==> src/rtl/dbl_div_pkg.sv <==
package dbl_div_pkg;

  typedef enum logic [1:0] {
    ST_IDLE   = 2'd0,
    ST_RUN    = 2'd1,
    ST_FINISH = 2'd2
  } divState_t;

  typedef struct packed {
    logic load;    // latch operands and magnitudes
    logic step;    // one restoring shift-subtract iteration
    logic finish;  // apply signs, range check, publish
  } divStrobes_t;

endpackage

==> src/rtl/dbl_div_ctrl.sv <==
module dbl_div_ctrl
  import dbl_div_pkg::*;
#(
  parameter int N = 8
) (
  input  logic        clk,
  input  logic        rstN,
  input  logic        start,
  input  logic        preErr,
  output divStrobes_t strobes,
  output logic        busy,
  output logic        done
);

  localparam int CW = $clog2(N + 1);
  localparam logic [CW-1:0] LAST_STEP = CW'(N - 1);

  divState_t      state;
  logic [CW-1:0]  stepCnt;

  always_comb begin
    strobes        = '0;
    strobes.load   = (state == ST_IDLE) && start;
    strobes.step   = (state == ST_RUN);
    strobes.finish = (state == ST_FINISH);
  end

  assign busy = (state != ST_IDLE);

  always_ff @(posedge clk or negedge rstN) begin
    if (!rstN) begin
      state   <= ST_IDLE;
      stepCnt <= '0;
      done    <= 1'b0;
    end else begin
      done <= (state == ST_FINISH);
      unique case (state)
        ST_IDLE: begin
          if (start) begin
            stepCnt <= '0;
            state   <= preErr ? ST_FINISH : ST_RUN;
          end
        end
        ST_RUN: begin
          stepCnt <= stepCnt + 1'b1;
          if (stepCnt == LAST_STEP) state <= ST_FINISH;
        end
        ST_FINISH: state <= ST_IDLE;
        default:   state <= ST_IDLE;
      endcase
    end
  end

  // completion pulse lasts one cycle
  p_done_pulse_r8: assert property (@(posedge clk) disable iff (!rstN)
    done |=> !done);

  // block reports idle while done is shown
  p_done_idle_r8: assert property (@(posedge clk) disable iff (!rstN)
    done |-> !busy);

  // a run in progress is never restarted by a new load
  p_no_reload_r9: assert property (@(posedge clk) disable iff (!rstN)
    (state == ST_RUN) |=> (state != ST_IDLE) || $past(stepCnt) == LAST_STEP);

endmodule

==> src/rtl/dbl_div_dp.sv <==
module dbl_div_dp
  import dbl_div_pkg::*;
#(
  parameter int N = 8
) (
  input  logic        clk,
  input  logic        rstN,
  input  divStrobes_t strobes,
  input  logic        signedMode,
  input  logic [N-1:0] dividendHi,
  input  logic [N-1:0] dividendLo,
  input  logic [N-1:0] divisor,
  output logic        preErr,
  output logic        divError,
  output logic [N-1:0] quotient,
  output logic [N-1:0] remainder
);

  localparam int W2 = 2 * N;
  localparam logic [N-1:0] HALF_RANGE = {1'b1, {(N-1){1'b0}}};

  // operand magnitudes, formed combinationally from the inputs
  logic [W2-1:0] fullDd, ddMag;
  logic [N-1:0]  dvMag;
  logic          ddNeg, dvNeg;

  assign fullDd = {dividendHi, dividendLo};
  assign ddNeg  = signedMode & dividendHi[N-1];
  assign dvNeg  = signedMode & divisor[N-1];
  assign ddMag  = ddNeg ? (~fullDd + 1'b1) : fullDd;
  assign dvMag  = dvNeg ? (~divisor + 1'b1) : divisor;
  assign preErr = (dvMag == '0) || (ddMag[W2-1:N] >= dvMag);

  // working registers
  logic [N-1:0] remReg, quoReg, divReg;
  logic         negQ, negR, signedLat, errLat;

  logic [N:0]   shifted, trial;
  logic         fits;

  assign shifted = {remReg, quoReg[N-1]};
  assign fits    = shifted >= {1'b0, divReg};
  assign trial   = shifted - {1'b0, divReg};

  // final fix-up
  logic [N-1:0] qFixed, rFixed;
  logic         rangeErr, finalErr;

  assign qFixed   = negQ ? (~quoReg + 1'b1) : quoReg;
  assign rFixed   = negR ? (~remReg + 1'b1) : remReg;
  assign rangeErr = signedLat && (negQ ? (quoReg > HALF_RANGE) : quoReg[N-1]);
  assign finalErr = errLat || rangeErr;

  always_ff @(posedge clk or negedge rstN) begin
    if (!rstN) begin
      remReg    <= '0;
      quoReg    <= '0;
      divReg    <= '0;
      negQ      <= 1'b0;
      negR      <= 1'b0;
      signedLat <= 1'b0;
      errLat    <= 1'b0;
      divError  <= 1'b0;
      quotient  <= '0;
      remainder <= '0;
    end else begin
      divError <= 1'b0;
      if (strobes.load) begin
        remReg    <= ddMag[W2-1:N];
        quoReg    <= ddMag[N-1:0];
        divReg    <= dvMag;
        negQ      <= ddNeg ^ dvNeg;
        negR      <= ddNeg;
        signedLat <= signedMode;
        errLat    <= preErr;
      end
      if (strobes.step) begin
        remReg <= fits ? trial[N-1:0] : shifted[N-1:0];
        quoReg <= {quoReg[N-2:0], fits};
      end
      if (strobes.finish) begin
        divError <= finalErr;
        if (!finalErr) begin
          quotient  <= qFixed;
          remainder <= rFixed;
        end
      end
    end
  end

  // restoring iterations leave a partial remainder below the divisor
  p_rem_bound_r2: assert property (@(posedge clk) disable iff (!rstN)
    (strobes.finish && !errLat) |-> (remReg < divReg));

  // an error completion does not disturb the published result
  p_err_hold_r4: assert property (@(posedge clk) disable iff (!rstN)
    divError |-> ($stable(quotient) && $stable(remainder)));

  // signed nonzero remainder follows the dividend sign
  p_rem_sign_r3: assert property (@(posedge clk) disable iff (!rstN)
    ($past(strobes.finish) && !divError && signedLat && remainder != '0)
      |-> (remainder[N-1] == negR));

endmodule

==> src/rtl/dbl_divider.sv <==
module dbl_divider
  import dbl_div_pkg::*;
#(
  parameter int N = 8
) (
  input  logic         clk,
  input  logic         rstN,
  input  logic         start,
  input  logic         signedMode,
  input  logic [N-1:0] dividendHi,
  input  logic [N-1:0] dividendLo,
  input  logic [N-1:0] divisor,
  output logic         busy,
  output logic         done,
  output logic         divError,
  output logic [N-1:0] quotient,
  output logic [N-1:0] remainder
);

  divStrobes_t strobes;
  logic        preErr;

  dbl_div_ctrl #(.N(N)) uCtrl (
    .clk     (clk),
    .rstN    (rstN),
    .start   (start),
    .preErr  (preErr),
    .strobes (strobes),
    .busy    (busy),
    .done    (done)
  );

  dbl_div_dp #(.N(N)) uDp (
    .clk        (clk),
    .rstN       (rstN),
    .strobes    (strobes),
    .signedMode (signedMode),
    .dividendHi (dividendHi),
    .dividendLo (dividendLo),
    .divisor    (divisor),
    .preErr     (preErr),
    .divError   (divError),
    .quotient   (quotient),
    .remainder  (remainder)
  );

endmodule

==> config.mk <==
export PLATFORM = sky130hd
export DESIGN_NAME = dbl_divider
export DESIGN_NICKNAME = d
export VERILOG_FILES = /design/src/rtl/dbl_div_pkg.sv /design/src/rtl/dbl_div_ctrl.sv /design/src/rtl/dbl_div_dp.sv /design/src/rtl/dbl_divider.sv
export SDC_FILE = /design/constraint.sdc
export NUM_CORES = 1
export LEC_CHECK = 0
export BUFFER_PORTS_ARGS = -buffer_cell sky130_fd_sc_hd__buf_2
export CAP_MARGIN = 10
export CORE_AREA = 3 3 79 81
export DETAILED_ROUTE_END_ITERATION = 6
export DIE_AREA = 0 0 82 84
export HOLD_SLACK_MARGIN = 0.03
export PLACE_DENSITY = 0.89
export SETUP_SLACK_MARGIN = 0.15
export SYNTH_ARGS = -nofsm -noshare
export SYNTH_HDL_FRONTEND = slang
export SYNTH_SLANG_ARGS = --single-unit
export TNS_END_PERCENT = 5
==> constraint.sdc <==
create_clock -name clk -period 6.2 [get_ports clk]
set_input_delay 0.93 -clock clk [delete_from_list [all_inputs] [get_ports clk]]
set_output_delay 0.93 -clock clk [all_outputs]
set_load 0.01 [all_outputs]
==> results_dict.tcl <==
set metrics [dict create \
    status "completed" \
    cts.repair.resized 0 \
    area_growth_pct 9.94 \
    start_kind "input pin" \
    met2_length_mm 3.83 \
    gp_congestion 0.924 \
    ios 47 \
    multi_input_area_um2 2000 \
    synth_top_area_cell "dfrtp_1" \
    grt_pass1_wl_mm 13.5 \
    clk_latency_ps 320 \
    htreeDepth 2 \
    cts_setup_buffers 0 \
    power_density_nw_per_um2 519 \
    synthCells 396 \
    drc 0 \
    grt_max_degree 53 \
    synth_async_sr_flop_share_pct 100 \
    gr-total-overflow 0 \
    synth_nets 446 \
    path_class "input pin to register" \
    cts_buffers 5 \
    nets 484 \
    yosysWarningCount 0 \
    cellLeakagePower_uw 0.00173 \
    vias_per_cell 6.04 \
    ys_seq_area_share_pct 37.6 \
    relSlewSlack_pct 29.5 \
    core_um2 5540 \
    tightest_slew_ps 1060 \
    power_uw 1970 \
    synth.distinct_cells 52 \
    layout-drive-gt1-share_pct 14.7 \
    synth_common_cells "52 x dfrtp_1, 38 x nor2_1, 37 x a21oi_1" \
    cp.required_ps 6360 \
    initial_utilization_pct 62.5 \
    cts.clk_slew.worst_paths_ps 90 \
    fin_crit_sh_pct 61.9 \
    fillers 442 \
    die_h_um 84 \
    critPathMaxStageDelay_ps 680 \
    finalSetupViolCount 0 \
    synth_top_area_share_pct 37.6 \
    crit_slowest_cell "a2111oi_0" \
    dp_slack_ps 2090 \
    wirelength_met1_mm 3.45 \
    antenna_found_initial 0 \
    wl_met3_um 603 \
    hold_violations 0 \
    clkSinkCount 52 \
    synth_seq_cells 52 \
    row_count 27 \
    postRouteWirelength_mm 7.99 \
    place_area_um2 3710 \
    grt_setup_unrepaired "no" \
    dr.pass1.iters 5 \
    cpLargestDelayFamily "simple AND/OR/NAND/NOR gates" \
    cts_buffer_depth 2 \
    drt-wirelength-per-cell_um 15.8 \
    cp-end-kind "register" \
    yosys_most_used_dff "dfrtp_1" \
    tritoncts "built" \
    diodes 0 \
    routed.top_layer "met4" \
    hold_path.class "register to register" \
    crit_chain "buf_2 > or4_4 > or4b_4 > or3_1 > a21boi_0 > ha_1 > nand3_1 > a21oi_1 > a2111oi_0 > o21ai_0" \
    cts_hold_buffers 0 \
    tns_ps 0 \
    timing.final.ws_setup_ps 2360 \
    die_area_um2 6890 \
    ant_nets 0 \
    ir_worst_vdd_v 0.000282 \
    hpwlAfterDp_mm 6.17 \
    final_area_um2 3800 \
    period_needed_ps 3840 \
    cts-root-buf "clkbuf_8" \
    synth.area.top_cells "dfrtp_1 38%, ha_1 7.6%, a21oi_1 5.4%, xnor2_1 5.3%, o21ai_0 4.8%" \
    num_vias 3063 \
    drt_iter0_markers 263 \
    die_w_um 82 \
    synthesis.area_um2 3460 \
    synth_edf_count 0 \
    grt_pass1_vias 2900 \
    skew_ps 6.77 \
    portBuffers 46 \
    fmax_ghz 0.260 \
    gr-usage-all-layers_pct 25.0 \
    synth_area_per_cell_um2 8.74 \
    slew_viol_final 0 \
    crit_fanout 4 \
    crit_buf_inv 1 \
    maxCapViolations 0 \
    cp.arrival_ps 4000 \
    final-seq-area_um2 1300 \
    yosysMostFrequentCell "dfrtp_1" \
]
cell type report:
type                            instances  share of cell area (%)
Multi-Input combinational cell        307                    52.6
Sequential cell                        52                    34.2
Timing Repair Buffer                   48                    6.45
Tap cell                               72                    2.37
Inverter                               20                    1.97
Clock buffer                            5                    1.81
Clock inverter                          3                   0.592
worst min-delay path: stages (launching register included):
cell     delay (ps)
dfrtp_1         350
nand2_1          50
o21ai_0          60
layer usage:
metal | track usage, % | vias to the layer above
met5 | 0 | -
met3 | 5.94 | 11
met1 | 34.3 | 1455
met4 | 6.19 | 0
met2 | 39.5 | 116
li1 | - | 1481
power by group:
group	switching, µW	leakage [µW]	internal [µW]
Combinational	615	0.00104	485
Clock	118	0.0000485	81.1
Sequential	173	0.000640	503
layout by cell type, fill, tap and decap left out, types with 7 or more instances in the layout:
cell type  count
a21oi_1       37
a22oi_1        7
buf_2         46
dfrtp_1       52
ha_1          21
inv_1         20
mux2i_1        7
nand2_1       36
nand3_1        9
nor2_1        38
nor2b_1        9
o21ai_0       33
o31ai_1       10
xnor2_1       21
xor2_1        15
through the flow:
stage / instances / hold slack (ps) / util (%)
floorplan: 396 / 447 / -
global placement: 499 / 462 / 67.0
detailed placement: 499 / 479 / 67.0
CTS: 507 / 500 / 68.7
global route: 507 / 536 / 68.7
finish: 507 / 495 / 68.7
logic make-up (layout without fill, tap and decap cells):
kind of cell,count (synthesis),count (layout),share of synthesized area [%]
XOR/XNOR,36,36,9.11
AND/OR/NAND/NOR,123,123,17.1
multiplexers,11,11,3.33
buffers and inverters,37,76,4.55
AO/OA/AOI/OAI,115,115,20.2
flip-flops,52,52,37.6
adder cells (fa/ha/maj),22,22,8.17
path summary, 6_finish.rpt:
| kind | start | to | slack, ps | depth (start not counted) |
|---|---|---|---|---|
| worst max-delay path | dividendLo[1] | uCtrl.state[1]$_DFFE_PN0P_ | 2360 | 10 |
| worst min register to register | uDp.divReg[7]$_DFFE_PN0P_ | uDp.divReg[7]$_DFFE_PN0P_ | 500 | 2 |
| max in group asynchronous | rstN | uDp.divReg[6]$_DFFE_PN0P_ | 5050 | 2 |
| worst min-delay path | uDp.divReg[7]$_DFFE_PN0P_ | uDp.divReg[7]$_DFFE_PN0P_ | 500 | 2 |
| min in group asynchronous | rstN | uDp.remainder[3]$_DFFE_PN0P_ | 710 | 2 |
| worst max register to register | uDp.quoReg[0]$_DFFE_PN0P_ | uDp.remainder[0]$_DFFE_PN0P_ | 2870 | 7 |
registers in the layout, summed over array words and instances, names as in the netlist:
name and flops:
uCtrl.done 1, uCtrl.state 2, uCtrl.stepCnt 4, uDp.divError 1
uDp.divReg 8, uDp.errLat 1, uDp.negQ 1, uDp.negR 1
uDp.quoReg 8, uDp.quotient 8, uDp.remReg 8, uDp.remainder 8
uDp.signedLat 1
No activity file was read; power rests on OpenSTA's default activity.
